File: config.mk
export PLATFORM = sky130hd
export DESIGN_NAME = adc_start_ctrl
export DESIGN_NICKNAME = d
export VERILOG_FILES = /design/src/rtl/adc_start_pkg.sv /design/src/rtl/adc_trig_edge.sv /design/src/rtl/adc_acq_timer.sv /design/src/rtl/adc_go_ctrl.sv /design/src/rtl/adc_start_ctrl.sv
export SDC_FILE = /design/constraint.sdc
export NUM_CORES = 1
export LEC_CHECK = 0
export BUFFER_PORTS_ARGS = -buffer_cell sky130_fd_sc_hd__buf_4
export CORE_ASPECT_RATIO = 1.5
export CORE_UTILIZATION = 40
export CTS_CLUSTER_SIZE = 20
export DETAILED_ROUTE_END_ITERATION = 16
export GPL_TIMING_DRIVEN = 0
export PLACE_DENSITY = 0.6
export SLEW_MARGIN = 20
export SYNTH_ARGS = -nofsm -noshare
export SYNTH_HDL_FRONTEND = slang
export SYNTH_SLANG_ARGS = --single-unit
File: constraint.sdc
create_clock -name clk -period 3.8 [get_ports clk]
set_clock_uncertainty 0.15 [all_clocks]
set_input_delay 0.38 -clock clk [delete_from_list [all_inputs] [get_ports clk]]
set_output_delay 0.38 -clock clk [all_outputs]
set_load 0.005 [all_outputs]
File: src/rtl/adc_start_pkg.sv
// Package: shared types and constants for the ADC start controller.
// Assumes: the five hardware sources keep a fixed bit order in every vector.
package adc_start_pkg;
    localparam int NUM_SRC      = 5;
    localparam int ACQ_W        = 4;
    localparam int ACQ_MIN      = 2;

    localparam int SRC_PIN      = 0;
    localparam int SRC_TMR_OVF  = 1;
    localparam int SRC_CAPTURE  = 2;
    localparam int SRC_COMPARE  = 3;
    localparam int SRC_PWM      = 4;

    typedef enum logic [1:0] {
        ST_IDLE = 2'd0,
        ST_ACQ  = 2'd1,
        ST_CONV = 2'd2
    } ctl_state_t;
endpackage

File: src/rtl/adc_trig_edge.sv
// Module: adc_trig_edge
// Turns each raw trigger line into a one-cycle rising-edge event, masks the
// events with their enables and ORs them into one request.
// Assumes: the inputs are already synchronous to clk. The history register
// resets to ones, so a line that is high at reset gives no edge.
module adc_trig_edge #(
    parameter int N = 5
) (
    input  logic         clk,
    input  logic         rst_n,
    input  logic [N-1:0] trig_in,
    input  logic [N-1:0] trig_en,
    output logic         fire
);
    logic [N-1:0] prev_q;
    logic [N-1:0] hit;

    genvar g;
    generate
        for (g = 0; g < N; g++) begin : g_src
            // Purpose: keep last cycle's level of one source line.
            always_ff @(posedge clk) begin
                if (!rst_n) prev_q[g] <= 1'b1;
                else        prev_q[g] <= trig_in[g];
            end
            // Purpose: an enabled low-to-high transition on this line.
            assign hit[g] = trig_en[g] & trig_in[g] & ~prev_q[g];
        end
    endgenerate

    // Purpose: any enabled edge requests a start.
    assign fire = |hit;

    assert_edge_needs_enable_R3: assert property (@(posedge clk) disable iff (!rst_n)
        fire |-> |(trig_en & trig_in));
endmodule

File: src/rtl/adc_acq_timer.sv
// Module: adc_acq_timer
// Counts conversion-clock ticks during the acquisition window and flags the
// final tick. The length is latched when the window opens and is raised to
// MIN when the programmed value is smaller.
// Assumes: load and run are never high in the same cycle.
module adc_acq_timer #(
    parameter int W   = 4,
    parameter int MIN = 2
) (
    input  logic         clk,
    input  logic         rst_n,
    input  logic         load,
    input  logic [W-1:0] acq_sel,
    input  logic         run,
    input  logic         tad_tick,
    output logic         expire
);
    localparam logic [W-1:0] MIN_V = W'(MIN);

    logic [W-1:0] tgt_q;
    logic [W-1:0] cnt_q;
    logic [W-1:0] last_v;

    // Purpose: latch the clamped window length and clear the count at start.
    always_ff @(posedge clk) begin
        if (!rst_n) begin
            tgt_q <= MIN_V;
            cnt_q <= '0;
        end else if (load) begin
            tgt_q <= (acq_sel < MIN_V) ? MIN_V : acq_sel;
            cnt_q <= '0;
        end else if (run && tad_tick) begin
            cnt_q <= cnt_q + 1'b1;
        end
    end

    // Purpose: the index of the final tick in the window.
    assign last_v = tgt_q - 1'b1;
    // Purpose: flag the tick that ends the window.
    assign expire = run & tad_tick & (cnt_q == last_v);

    assert_tick_gate_R8: assert property (@(posedge clk) disable iff (!rst_n)
        (run && !tad_tick && !load) |=> $stable(cnt_q));
    assert_min_len_R7: assert property (@(posedge clk) disable iff (!rst_n)
        tgt_q >= MIN_V);
endmodule

File: src/rtl/adc_go_ctrl.sv
// Module: adc_go_ctrl
// Owns the go/busy flag. It steps from idle through acquisition to
// conversion, issues the conversion start pulse and returns to idle on
// completion or when the converter is disabled.
// Assumes: start requests are level for one cycle and are ignored when not idle.
module adc_go_ctrl
    import adc_start_pkg::*;
(
    input  logic clk,
    input  logic rst_n,
    input  logic en,
    input  logic start_req,
    input  logic acq_expire,
    input  logic conv_done,
    output logic acq_load,
    output logic acq_run,
    output logic busy,
    output logic sampling,
    output logic conv_start
);
    ctl_state_t state_q, state_d;
    logic       start_d;

    // Purpose: compute the next state and the start pulse.
    always_comb begin
        state_d = state_q;
        start_d = 1'b0;
        unique case (state_q)
            ST_IDLE: if (en && start_req) state_d = ST_ACQ;
            ST_ACQ: begin
                if (!en) state_d = ST_IDLE;
                else if (acq_expire) begin
                    state_d = ST_CONV;
                    start_d = 1'b1;
                end
            end
            ST_CONV: begin
                if (!en || conv_done) state_d = ST_IDLE;
            end
            default: state_d = ST_IDLE;
        endcase
    end

    // Purpose: register the state and the start pulse.
    always_ff @(posedge clk) begin
        if (!rst_n) begin
            state_q    <= ST_IDLE;
            conv_start <= 1'b0;
        end else begin
            state_q    <= state_d;
            conv_start <= start_d;
        end
    end

    // Purpose: decode the flags from the state.
    assign busy     = (state_q != ST_IDLE);
    assign sampling = (state_q == ST_ACQ);
    assign acq_load = (state_q == ST_IDLE) && en && start_req;
    assign acq_run  = sampling;

    assert_single_pulse_R7: assert property (@(posedge clk) disable iff (!rst_n)
        conv_start |=> !conv_start);
    assert_start_after_acq_R11: assert property (@(posedge clk) disable iff (!rst_n)
        conv_start |-> $past(sampling));
    assert_go_needs_enable_R10: assert property (@(posedge clk) disable iff (!rst_n)
        $rose(busy) |-> $past(en));
    assert_off_clears_R10: assert property (@(posedge clk) disable iff (!rst_n)
        !en |=> !busy);
    assert_done_clears_R9: assert property (@(posedge clk) disable iff (!rst_n)
        (busy && !sampling && conv_done) |=> !busy);
    assert_done_ignored_acq_R9: assert property (@(posedge clk) disable iff (!rst_n)
        (sampling && en && !acq_expire) |=> sampling);
endmodule

File: src/rtl/adc_start_ctrl.sv
// Module: adc_start_ctrl (top)
// Combines the software and hardware start requests, times the acquisition
// window and hands a start pulse to the conversion sequencer.
// Assumes: all inputs are synchronous to clk, and tad_tick is a one-cycle pulse.
module adc_start_ctrl
    import adc_start_pkg::*;
(
    input  logic               clk,
    input  logic               rst_n,
    input  logic               en,
    input  logic               sw_go,
    input  logic [NUM_SRC-1:0] trig_in,
    input  logic [NUM_SRC-1:0] trig_en,
    input  logic [ACQ_W-1:0]   acq_sel,
    input  logic               tad_tick,
    input  logic               conv_done,
    output logic               busy,
    output logic               sampling,
    output logic               conv_start
);
    logic hw_fire;
    logic start_req;
    logic acq_load;
    logic acq_run;
    logic acq_expire;

    adc_trig_edge #(.N(NUM_SRC)) u_edge (
        .clk     (clk),
        .rst_n   (rst_n),
        .trig_in (trig_in),
        .trig_en (trig_en),
        .fire    (hw_fire)
    );

    // Purpose: merge the software and hardware requests into one.
    assign start_req = sw_go | hw_fire;

    adc_acq_timer #(.W(ACQ_W), .MIN(ACQ_MIN)) u_timer (
        .clk      (clk),
        .rst_n    (rst_n),
        .load     (acq_load),
        .acq_sel  (acq_sel),
        .run      (acq_run),
        .tad_tick (tad_tick),
        .expire   (acq_expire)
    );

    adc_go_ctrl u_ctrl (
        .clk        (clk),
        .rst_n      (rst_n),
        .en         (en),
        .start_req  (start_req),
        .acq_expire (acq_expire),
        .conv_done  (conv_done),
        .acq_load   (acq_load),
        .acq_run    (acq_run),
        .busy       (busy),
        .sampling   (sampling),
        .conv_start (conv_start)
    );

    assert_busy_covers_sampling_R11: assert property (@(posedge clk) disable iff (!rst_n)
        sampling |-> busy);
endmodule

Word level (Yosys, flattened, before mapping)
Cells that the tools add are included.

Multiplexer cells: 7. Reductions and logical operators: 12. Equal/unequal tests: 6. Bitwise operators: 19. Add/sub/neg operators: 2. Magnitude comparators: 1.

Operator list (number): $and A1 B1 Y1 (12); $mux W2 (4); $not A1 Y1 (6); $pmux W2 S3 (1); $reduce_and A3 Y1 (2); $reduce_or A5 Y1 (1); $add A4 B1 Y4 const B (1); $eq A4 B4 Y1 (1); $logic_and A1 B1 Y1 (4); $lt A4 B2 Y1 const B (1); $mux W4 (1); $ne A2 B1 Y1 const B (2); $sub A4 B1 Y4 const B (1); $ne A3 B3 Y1 const B (1); $eq A2 B1 Y1 const B (1); $eq A2 B2 Y1 const B (1); $logic_not A2 Y1 (1); $reduce_bool A2 Y1 (1); $reduce_or A2 Y1 (1); $logic_not A1 Y1 (1); $logic_or A1 B1 Y1 (1); $mux W1 (1); $or A1 B1 Y1 (1).

Input port bits: 20. Logic and storage cells: 56. Register bits: 16.

Longest topological paths before layout
Gate-level depths: netlist of run 1.

Depth in word-level cells: 7. Gate-level depth with buffers: 6.

Hierarchy
A second synthesis of run 1 with hierarchy kept.

Cells, all modules: 82. Area total of the unflattened synthesis: 758.2 um^2.

By module, submodules not included: adc_acq_timer (seq. area each 160.2 um^2, area each 429.2 um^2, cells an instance 46, instances 1); adc_trig_edge (seq. area each 100.1 um^2, area each 172.7 um^2, cells an instance 19, instances 1); adc_go_ctrl (seq. area each 60.1 um^2, area each 150.1 um^2, cells an instance 16, instances 1); adc_start_ctrl (seq. area each 0.0 um^2, area each 6.3 um^2, cells an instance 1, instances 1).

Worst setup path after synthesis of run 1
No wires, ideal clock.

Path type: reg-to-reg. Start: register u_timer.tgt_q[0]. End: register u_ctrl.state_q[0]. Data required time: 3.535 ns. Stages on the path, launching flop included: 7. Library setup time: 0.115 ns. Setup slack: 2.312 ns. Arrival: 1.223 ns. Path buffers: 0. Clock period less this slack: 1.488 ns. Cell sequence: dfxtp_1 -> inv_1 -> ha_1 -> xnor2_1 -> nor2_1 -> nand4_1 -> a21bo_2.

Word-level cells in the longest chain between the ends: 5.

RTL lines: start: declaration (RTL line adc_acq_timer.sv:20) `logic [W-1:0] tgt_q;`; start signal: assignment (RTL line adc_acq_timer.sv:30) `tgt_q <= (acq_sel < MIN_V) ? MIN_V : acq_sel;`; $sub A4 B1 Y4 (RTL line adc_acq_timer.sv:38) `assign last_v = tgt_q - 1'b1;`; $eq A4 B4 Y1 (RTL line adc_acq_timer.sv:40) `assign expire = run & tad_tick & (cnt_q == last_v);`; $and A1 B1 Y1 (RTL line adc_acq_timer.sv:40); $ne A3 B3 Y1 (no line); $reduce_and A3 Y1 (no line); end signal: assignment (RTL line adc_go_ctrl.sv:50) `state_q <= state_d;`; end: declaration (RTL line adc_go_ctrl.sv:21) `ctl_state_t state_q, state_d;`.

No other way between the ends. A chain may end at the register's enable or synchronous reset.

Final worst setup path of run 1
Ends and elaborated chain as after synthesis.

==> flow_metrics.py, run 1 <==
metrics = {
    "finish": {
        "synthToLayoutAreaGrowth_pct": 27.1,
        "num_antenna_cells": 0,
        "fillCellCount": 189,
        "finalInstanceArea_um2": 1000,
        "nNetsFinal": 128,
        "layout-drive-gt1-share": 0.385,
    },
    "floorplanning": {
        "core_region_area_um2": 1850,
        "fp-row-count": 19,
        "ios": 23,
        "initial_core_util": 0.426,
        "die_y_um": 56.4,
        "die-width_um": 38.3,
        "design.die.area_um2": 2160,
    },
    "min_path": {
        "min-delay-path-class": "in -> reg",
    },
    "clock_network": {
        "htree_levels": 1,
        "insertion_delay_ps": 290,
        "clk_transition_reported_paths_ps": 90,
        "postCtsSetupBuffers": 0,
        "ctsLongestPathBuffers": 2,
        "holdBufCountCts": 0,
        "numClockSinks": 16,
        "tritoncts.num_buffers": 3,
        "tritoncts": "yes",
        "root_buffer": "sky130_fd_sc_hd__clkbuf_4",
        "post_cts_resize_count": 0,
    },
    "drt": {
        "vias_per_cell": 5.05,
        "drt_first_pass_iters": 2,
        "drt_drc_violations_left": 0,
        "routed_wl_mm": 1.41,
        "iteration_0_drc_count_of_the_detailed_router": 5,
        "wl_per_cell_um": 11.2,
        "vias": 631,
        "antenna_left": 0,
    },
    "synthesis": {
        "syn_area_um2": 790,
        "yosysTopAreaCell": "sky130_fd_sc_hd__dfxtp_1",
        "yosysMostFrequentCell": "sky130_fd_sc_hd__dfxtp_1",
        "area_share_of_the_leading_cell_type_in_the_synthesized_netlist": 0.406,
        "synthTopCellsByArea": "sky130_fd_sc_hd__dfxtp_1, sky130_fd_sc_hd__nor3b_2, sky130_fd_sc_hd__xnor2_1",
        "synth_flop_cell": "sky130_fd_sc_hd__dfxtp_1",
        "number_of_enable_flip_flop_cells_after_synthesis": 0,
        "gate_count_post_synth": 79,
        "synth.avg_cell_area_um2": 9.99,
        "synth.yosys.seq_area_share": 0.406,
        "number_of_unique_standard_cell_types_used_by_synthesis": 30,
        "yosysWarningCount": 0,
        "fraction_of_synthesis_flops_using_an_asynchronous_set_or_reset_pin": 0,
        "synth_fp_nets": 101,
        "top_cells_by_instance_count_after_synthesis": "sky130_fd_sc_hd__dfxtp_1, sky130_fd_sc_hd__nand2_1, sky130_fd_sc_hd__nand2b_1, sky130_fd_sc_hd__o22ai_1, sky130_fd_sc_hd__xnor2_1",
        "postSynthRegisterBits": 16,
    },
    "place": {
        "place_area_um2": 981,
        "gp_congestion": 0.682,
        "detailed_place_hpwl_mm": 1.08,
        "placement.setup.worst_slack_ps": 2170,
        "numPortBuffers": 22,
    },
    "timing": {
        "finalWorstSetupSlack_ps": 2210,
        "tightestPinTransition_ps": 422,
        "timing.slew.headroom": 0.717,
        "final-max-slew-violation-count": 0,
        "period_share": 0.417,
        "fmax_mhz": 631,
        "fin_hold_ws_ps": 133,
        "final_hold_viols": 0,
        "final.min_clock_period_ps": 1590,
        "grt_setup_unrepaired": "false",
        "setup_viol_count_final": 0,
        "fin_setup_tns_ps": 0,
    },
    "grt": {
        "grt_util_all_layers": 0.161,
        "grt_first_pass_wirelength_mm": 2.40,
        "grt_antenna_before_repair": 0,
        "grt_max_degree": 11,
        "first_global_vias": 607,
        "grt_overflow_total": 0,
    },
    "flow_run": {
        "drv_cap": 0,
    },
    "power_and_ir_drop": {
        "net-switching-power_mw": 0.0798,
        "seq_power_share": 0.552,
        "combinationalPowerShare": 0.176,
        "power_leakage_nw": 0.442,
        "p_sw_frac": 0.246,
        "power_density_nw_per_um2": 324,
        "intPower_mw": 0.245,
        "power.clock.fraction": 0.272,
        "vdd.ir_drop.worst_mv": 0.227,
    },
    "worst_setup_path": {
        "timing.critical_path.fanout_max": 4,
        "cp-end-kind": "flip-flop",
        "cp-start-kind": "flip-flop",
        "crit_path_arrival_time_ps": 1630,
        "class_of_the_most_critical_setup_path": "reg -> reg",
        "cp_data_required_time_ps": 3840,
    },
    "outcome": {
        "run_status": "finished, final reports clean",
    },
}
-- per-stage QoR --
stage / instances / power [mW] / util
final: 125 / 0.325 / 0.541
after floorplan: 79 / 0.216 / -
after global routing: 125 / 0.343 / 0.541
after CTS: 125 / 0.332 / 0.541
after global placement: 122 / 0.240 / 0.529
after detailed placement: 122 / 0.241 / 0.529
-- routing by layer --
metal / part of all wire / wire length, µm / GRT usage
met1: 0.42 / 593 / 0.178
met2: 0.49 / 693 / 0.252
met3: 0.043 / 60 / 0.0237
met4: 0.041 / 58 / 0.138
met5: 0 / 0 / 0
-- final timing paths --
path / depth (start not counted) / slack, ps / startpoint / end
worst min register to register: 2 / 340 / u_timer.tgt_q[3]$_SDFFE_PN0P_ / u_timer.tgt_q[3]$_SDFFE_PN0P_
worst min-delay path: 2 / 130 / trig_in[1] / u_edge.prev_q[1]$_SDFF_PN1_
worst max-delay path: 6 / 2210 / u_timer.tgt_q[0]$_SDFFE_PN0P_ / u_ctrl.state_q[0]$_SDFFE_PN0P_
worst max register to register: 6 / 2210 / u_timer.tgt_q[0]$_SDFFE_PN0P_ / u_ctrl.state_q[0]$_SDFFE_PN0P_
-- cells in the final DEF, fill, tap and decap left out, drive strengths merged --
cell type  instances
buf               23
dfxtp             16
nand2             11
o22ai              5
xnor2              5
nand2b             5
inv                5
xor2               4
nor3b              4
clkbuf             4
nor2               4
ha                 2
nand4              2
o31ai              2
and2b              1
o21bai             1
o311a              1
and3b              1
or3b               1
nor3               1
a21oi              1
and3               1
nor2b              1
mux2i              1
o32a               1
a21bo              1
-- state kept, by name, indices dropped and copies added (netlist names) --
register           cells
u_ctrl.conv_start      1
u_ctrl.state_q         2
u_edge.prev_q          5
u_timer.cnt_q          4
u_timer.tgt_q          4
-- layout make-up --
class | instances | area (µm²) | share of cell area
Multi-Input combinational cell | 56 | 435 | 0.434
Sequential cell | 16 | 320 | 0.319
Timing Repair Buffer | 22 | 165 | 0.165
Tap cell | 21 | 26.3 | 0.0262
Clock buffer | 3 | 22.5 | 0.0224
Inverter | 5 | 18.8 | 0.0187
Buffer | 2 | 15.0 | 0.0150
-- power groups by stage --
stage          Sequential [mW]  Combinational, mW  Clock, mW
3_3_place_gp             0.183             0.0566          0
3_5_place_dp             0.183             0.0581          0
5_1_grt                  0.180             0.0636     0.0995
2_1_floorplan            0.182             0.0333          0
4_1_cts                  0.179             0.0582     0.0944
6_report                 0.179             0.0572     0.0885
-- critical path: stages, from the launching register on --
cell	delay [ps]
sky130_fd_sc_hd__dfxtp_1	410
sky130_fd_sc_hd__inv_1	60
sky130_fd_sc_hd__ha_1	310
sky130_fd_sc_hd__xnor2_1	130
sky130_fd_sc_hd__nor2_1	80
sky130_fd_sc_hd__nand4_1	140
sky130_fd_sc_hd__a21bo_2	210
-- kinds of logic (layout without fill, tap and decap cells) --
logic type	count (synthesis)	in the layout	share of synthesized area
AND/OR/NAND/NOR	32	32	0.260
flip-flops	16	16	0.406
AO/OA/AOI/OAI	12	12	0.147
XOR/XNOR	9	9	0.0998
buffers and inverters	7	32	0.0428
adder cells (fa/ha/maj)	2	2	0.0317
multiplexers	1	1	0.0127
No activity file was read; power rests on OpenSTA's default activity.
==> run 2, diff against run 1 <==
Settings changed: PLACE_DENSITY 0.6 to 0.63.
Clock period 3.8 ns to 1.4 ns, I/O delays scaled along.
==> flow_metrics.py, run 2 (synthesized netlist as in run 1, its figures left out) <==
metrics = {
    "outcome": {
        "run_status": "finished, violations left",
        "failed_checks": "setup timing",
    },
    "worst_setup_path": {
        "cpPeakStageDelay_ps": 380,
        "cp-end-kind": "flip-flop",
        "cell_depth_of_the_worst_flop_to_flop_path": 7,
        "timing.critical_path.fanout_max": 4,
        "cp_data_required_time_ps": 1470,
        "timing.critical_path.cells": "inv_4 -> ha_4 -> xor2_1 -> xnor2_1 -> nand4_1 -> buf_4 -> a21oi_2",
        "cp-start-kind": "flip-flop",
        "buffers_and_inverters_on_the_worst_path": 2,
        "rrSetupSlack_ps": -60,
        "path_delay_family": "flip-flops",
        "worst_r2r_startpoint": "u_timer.tgt_q[0]$_SDFFE_PN0P_",
        "class_of_the_most_critical_setup_path": "reg -> reg",
        "timing.rr.end": "u_ctrl.state_q[1]$_SDFFE_PN0P_",
        "crit_path_arrival_time_ps": 1530,
        "critical-path-slowest-cell": "sky130_fd_sc_hd__dfxtp_4",
    },
    "timing": {
        "final.min_clock_period_ps": 1460,
        "final-max-slew-violation-count": 0,
        "finalWorstSetupSlack_ps": -57.7,
        "tightestPinTransition_ps": 393,
        "timing.slew.headroom": 0.738,
        "period_share": 1.04,
        "final_hold_viols": 0,
        "fin_setup_tns_ps": -156,
        "fmax_mhz": 686,
        "grt_setup_unrepaired": "true",
        "setup_viol_count_final": 3,
    },
    "floorplanning": {
        "design.die.area_um2": 2160,
        "core_region_area_um2": 1850,
        "ios": 23,
        "fp-row-count": 19,
        "die-width_um": 38.3,
        "die_y_um": 56.4,
        "initial_core_util": 0.426,
    },
    "power_and_ir_drop": {
        "net-switching-power_mw": 0.226,
        "power.clock.fraction": 0.258,
        "power_leakage_nw": 0.503,
        "combinationalPowerShare": 0.211,
        "intPower_mw": 0.694,
        "power_density_nw_per_um2": 786,
        "seq_power_share": 0.531,
        "vdd.ir_drop.worst_mv": 0.515,
        "p_sw_frac": 0.245,
    },
    "finish": {
        "layout-drive-gt1-share": 0.424,
        "synthToLayoutAreaGrowth_pct": 48.2,
        "number_of_flip_flops_in_the_largest_register": 5,
        "top_register_by_number_of_flip_flops": "u_edge.prev_q",
        "final_core_utilization": 0.631,
        "mostFrequentLayoutCells": "sky130_fd_sc_hd__buf_4, sky130_fd_sc_hd__dfxtp_1, sky130_fd_sc_hd__nand2_1, sky130_fd_sc_hd__dlygate4sd3_1",
        "num_antenna_cells": 0,
        "stdcell_count": 139,
        "nNetsFinal": 142,
        "layout_top_registers": "u_edge.prev_q: 5 flops, u_timer.cnt_q: 4 flops, u_timer.tgt_q: 4 flops",
        "layout_commonest_cell": "sky130_fd_sc_hd__buf_4",
    },
    "grt": {
        "grt_overflow_total": 0,
        "grt_util_all_layers": 0.187,
        "grt_first_pass_wirelength_mm": 2.91,
        "first_global_vias": 739,
        "grt_antenna_before_repair": 0,
        "grt_max_degree": 11,
    },
    "drt": {
        "wl_per_cell_um": 11.7,
        "routed_wl_mm": 1.62,
        "drt_first_pass_iters": 3,
        "iteration_0_drc_count_of_the_detailed_router": 7,
        "vias": 684,
        "vias_per_cell": 4.92,
        "drt_drc_violations_left": 0,
        "antenna_left": 0,
    },
    "min_path": {
        "worstHoldStart": "en",
        "min_to": "u_ctrl.state_q[1]$_SDFFE_PN0P_",
        "hold_depth": 3,
        "min-delay-path-class": "in -> reg",
    },
    "place": {
        "numPortBuffers": 22,
        "placedCellCount": 122,
        "gp_congestion": 0.663,
        "detailed_place_hpwl_mm": 1.12,
    },
    "clock_network": {
        "tritoncts": "yes",
        "root_buffer": "sky130_fd_sc_hd__clkbuf_4",
        "numClockSinks": 16,
        "ctsLongestPathBuffers": 2,
        "insertion_delay_ps": 280,
        "clk_transition_reported_paths_ps": 90,
        "htree_levels": 1,
        "tritoncts.num_buffers": 3,
    },
    "flow_run": {
        "drv_cap": 0,
    },
}
==> run 2: cell types whose count changed in the layout (fill, tap and decap cells not counted), sizes merged <==
| cell | previous run | this run |
|---|---|---|
| dlygate4sd3 | 0 | 11 |
| buf | 23 | 26 |
==> run 2: tightest hold or removal path, stage by stage <==
cell                      delay [ps]
sky130_fd_sc_hd__buf_4           120
sky130_fd_sc_hd__nand2_1         110
sky130_fd_sc_hd__a21oi_2          40
==> run 2: how the worst max path moves through the flow <==
stage                                  startpoint                             end  slack (ps)  depth (start not counted)
global placement    u_timer.tgt_q[0]$_SDFFE_PN0P_  u_ctrl.state_q[0]$_SDFFE_PN0P_        -120                          6
finish              u_timer.tgt_q[0]$_SDFFE_PN0P_  u_ctrl.state_q[1]$_SDFFE_PN0P_         -60                          7
floorplan           u_timer.tgt_q[0]$_SDFFE_PN0P_  u_ctrl.state_q[0]$_SDFFE_PN0P_         -20                          6
detailed placement  u_timer.tgt_q[0]$_SDFFE_PN0P_  u_ctrl.state_q[0]$_SDFFE_PN0P_        -140                          6
CTS                 u_timer.tgt_q[0]$_SDFFE_PN0P_  u_ctrl.state_q[0]$_SDFFE_PN0P_         -90                          6
global route        u_timer.tgt_q[0]$_SDFFE_PN0P_  u_ctrl.state_q[1]$_SDFFE_PN0P_        -120                          7
==> run 2: cell type report <==
type	count	area (µm²)
inverter	5	21.3
fill	177	684
sequential	16	327
tap	21	26.3
clock buffer	3	22.5
multi-input combinational	56	460
timing repair buffer	36	298
buffer	2	15.0
==> run 2: power groups by stage <==
| stage | combinational [mW] | sequential (mW) | clock (mW) |
|---|---|---|---|
| after floorplan | 0.0941 | 0.496 | 0 |
| after global placement | 0.159 | 0.499 | 0 |
| after CTS | 0.189 | 0.487 | 0.250 |
| after detailed placement | 0.161 | 0.499 | 0 |
| final | 0.194 | 0.489 | 0.237 |
| after global routing | 0.214 | 0.493 | 0.271 |
==> run 2: per-stage QoR <==
step / hold WS (ps) / area [µm²] / setup WS (ps) / power (mW)
3_3_place_gp: 182 / 995 / -118 / 0.658
4_1_cts: 4.70 / 1140 / -87.4 / 0.926
6_report: 17.4 / 1170 / -57.7 / 0.920
3_5_place_dp: 188 / 995 / -143 / 0.660
5_1_grt: 23.8 / 1170 / -119 / 0.978
2_1_floorplan: 63.0 / 803 / -23.7 / 0.590
==> run 2: routing by layer <==
metal | up-vias | global-route usage | wire length [µm]
li1 | 348 | - | -
met1 | 316 | 0.189 | 587
met2 | 16 | 0.346 | 947
met3 | 4 | 0.0237 | 62
met4 | 0 | 0.0918 | 25
met5 | - | 0 | 0
==> run 2: what timing repair did <==
| action | CTS | global route |
|---|---|---|
| endpoints found under the hold margin | 10 | 0 |
| gates resized for setup | 1 | 5 |
| pin swaps | 3 | 2 |
| endpoints found under the setup margin | 3 | 9 |
| setup buffers | 1 | 2 |
| hold buffers | 11 | 0 |
| cloned | 0 | 0 |
==> run 3, diff against run 2 <==
Settings changed: RECOVER_POWER from default to 50.
==> flow_metrics.py, run 3 (synthesized netlist as in run 1, its figures left out) <==
metrics = {
    "outcome": {
        "run_status": "finished, violations left",
        "failed_checks": "setup timing",
    },
    "power_and_ir_drop": {
        "intPower_mw": 0.692,
        "power_density_nw_per_um2": 787,
        "seq_power_share": 0.532,
        "combinationalPowerShare": 0.210,
        "power.clock.fraction": 0.258,
        "net-switching-power_mw": 0.226,
        "p_sw_frac": 0.246,
        "total_power_mw": 0.918,
        "vdd.ir_drop.worst_mv": 0.514,
        "power_leakage_nw": 0.498,
    },
    "place": {
        "placement.setup.worst_slack_ps": -143,
        "numPortBuffers": 22,
        "gp_congestion": 0.663,
        "detailed_place_hpwl_mm": 1.12,
    },
    "floorplanning": {
        "initial_core_util": 0.426,
        "ios": 23,
        "design.die.area_um2": 2160,
        "die_y_um": 56.4,
        "fp-row-count": 19,
        "die-width_um": 38.3,
        "core_region_area_um2": 1850,
    },
    "worst_setup_path": {
        "rrSetupSlack_ps": -60,
        "cell_depth_of_the_worst_flop_to_flop_path": 7,
        "class_of_the_most_critical_setup_path": "reg -> reg",
        "timing.critical_path.fanout_max": 4,
        "cp_data_required_time_ps": 1470,
        "timing.rr.end": "u_ctrl.state_q[1]$_SDFFE_PN0P_",
        "crit_path_arrival_time_ps": 1530,
        "cp-start-kind": "flip-flop",
        "cp-end-kind": "flip-flop",
        "worst_r2r_startpoint": "u_timer.tgt_q[0]$_SDFFE_PN0P_",
    },
    "timing": {
        "fin_hold_ws_ps": 19.5,
        "fmax_mhz": 686,
        "final.min_clock_period_ps": 1460,
        "timing.slew.headroom": 0.738,
        "grt_setup_unrepaired": "true",
        "finalWorstSetupSlack_ps": -57.7,
        "tightestPinTransition_ps": 393,
        "period_share": 1.04,
        "fin_setup_tns_ps": -156,
        "final_hold_viols": 0,
        "setup_viol_count_final": 3,
        "final-max-slew-violation-count": 0,
    },
    "grt": {
        "grt_max_degree": 11,
        "grt_util_met1": 0.189,
        "first_global_vias": 739,
        "grt_util_all_layers": 0.187,
        "grt_antenna_before_repair": 0,
        "global_route.usage.met3": 0.0237,
        "grt_first_pass_wirelength_mm": 2.91,
        "grt.met2_usage": 0.346,
        "grt_overflow_total": 0,
        "grt.busiest_layer": "met2",
    },
    "clock_network": {
        "tritoncts": "yes",
        "root_buffer": "sky130_fd_sc_hd__clkbuf_4",
        "insertion_delay_ps": 280,
        "numClockSinks": 16,
        "ctsLongestPathBuffers": 2,
        "htree_levels": 1,
        "clk_transition_reported_paths_ps": 90,
        "tritoncts.num_buffers": 3,
    },
    "finish": {
        "synthToLayoutAreaGrowth_pct": 47.7,
        "multi_input_area_um2": 460,
        "layout-drive-gt1-share": 0.415,
        "sequential_cell_area_um2": 327,
        "fillCellCount": 179,
        "top_register_by_number_of_flip_flops": "u_edge.prev_q",
        "layout_top_registers": "u_edge.prev_q: 5 flops, u_timer.cnt_q: 4 flops, u_timer.tgt_q: 4 flops",
        "mostFrequentLayoutCells": "sky130_fd_sc_hd__buf_4, sky130_fd_sc_hd__dfxtp_1, sky130_fd_sc_hd__nand2_1, sky130_fd_sc_hd__dlygate4sd3_1, sky130_fd_sc_hd__clkbuf_4",
        "nNetsFinal": 142,
        "number_of_flip_flops_in_the_largest_register": 5,
        "num_antenna_cells": 0,
        "layout_commonest_cell": "sky130_fd_sc_hd__buf_4",
    },
    "drt": {
        "drt_drc_violations_left": 0,
        "wl_per_cell_um": 11.6,
        "vias_per_cell": 4.91,
        "vias": 683,
        "iteration_0_drc_count_of_the_detailed_router": 7,
        "routed_wl_mm": 1.62,
        "antenna_left": 0,
        "drt_first_pass_iters": 3,
    },
    "min_path": {
        "hold_depth": 3,
        "min_to": "u_ctrl.state_q[1]$_SDFFE_PN0P_",
        "min-delay-path-class": "in -> reg",
        "worstHoldStart": "en",
    },
    "flow_run": {
        "drv_cap": 0,
    },
}
run 3: cell count changes in the layout (fill, tap and decap cells not counted), sizes merged:
| cell | delta |
|---|---|
| clkbuf | +6 |
| buf | -6 |
run 3: layer usage:
| metal | part of all wire | wire, µm |
|---|---|---|
| met4 | 0.015 | 25 |
| met2 | 0.58 | 941 |
| met3 | 0.043 | 69 |
| met5 | 0 | 0 |
| met1 | 0.36 | 579 |
run 3: power by group through the flow:
stage / Sequential, mW / Combinational, mW / Clock (mW)
floorplan: 0.496 / 0.0941 / 0
global placement: 0.499 / 0.159 / 0
detailed placement: 0.499 / 0.161 / 0
CTS: 0.487 / 0.189 / 0.250
global route: 0.493 / 0.213 / 0.271
finish: 0.489 / 0.193 / 0.237
run 3: area by class of cell:
type	instances	area share
inverter	5	0.0182
timing repair buffer	36	0.252
buffer	2	0.0129
multi-input combinational	56	0.395
tap	21	0.0225
sequential	16	0.280
clock buffer	3	0.0193
run 3: worst max-delay path, stage by stage, from the launching register on:
cell and delay, ps:
sky130_fd_sc_hd__dfxtp_4 380, sky130_fd_sc_hd__inv_4 40, sky130_fd_sc_hd__ha_4 140, sky130_fd_sc_hd__xor2_1 140
sky130_fd_sc_hd__xnor2_1 160, sky130_fd_sc_hd__nand4_1 130, sky130_fd_sc_hd__buf_4 170, sky130_fd_sc_hd__a21oi_2 90
run 3: worst max-delay path by stage:
stage / startpoint / end / slack [ps]
finish: u_timer.tgt_q[0]$_SDFFE_PN0P_ / u_ctrl.state_q[1]$_SDFFE_PN0P_ / -60
global route: u_timer.tgt_q[0]$_SDFFE_PN0P_ / u_ctrl.state_q[1]$_SDFFE_PN0P_ / -120
CTS: u_timer.tgt_q[0]$_SDFFE_PN0P_ / u_ctrl.state_q[0]$_SDFFE_PN0P_ / -90
detailed placement: u_timer.tgt_q[0]$_SDFFE_PN0P_ / u_ctrl.state_q[0]$_SDFFE_PN0P_ / -140
global placement: u_timer.tgt_q[0]$_SDFFE_PN0P_ / u_ctrl.state_q[0]$_SDFFE_PN0P_ / -120
floorplan: u_timer.tgt_q[0]$_SDFFE_PN0P_ / u_ctrl.state_q[0]$_SDFFE_PN0P_ / -20
run 3: what timing repair did:
item,in CTS,in global routing
resized for setup,1,5
pin swaps,3,2
endpoints found under the setup margin,3,9
setup buffers,1,2
hold buffers,11,0
endpoints found under the hold margin,10,0
run 3: through the flow:
step                instances  utilization  instance area, µm²
global placement          122        0.536                 995
finish                    139        0.629                1170
floorplan                  79            -                 803
detailed placement        122        0.536                 995
CTS                       137        0.613                1140
global route              139        0.629                1170
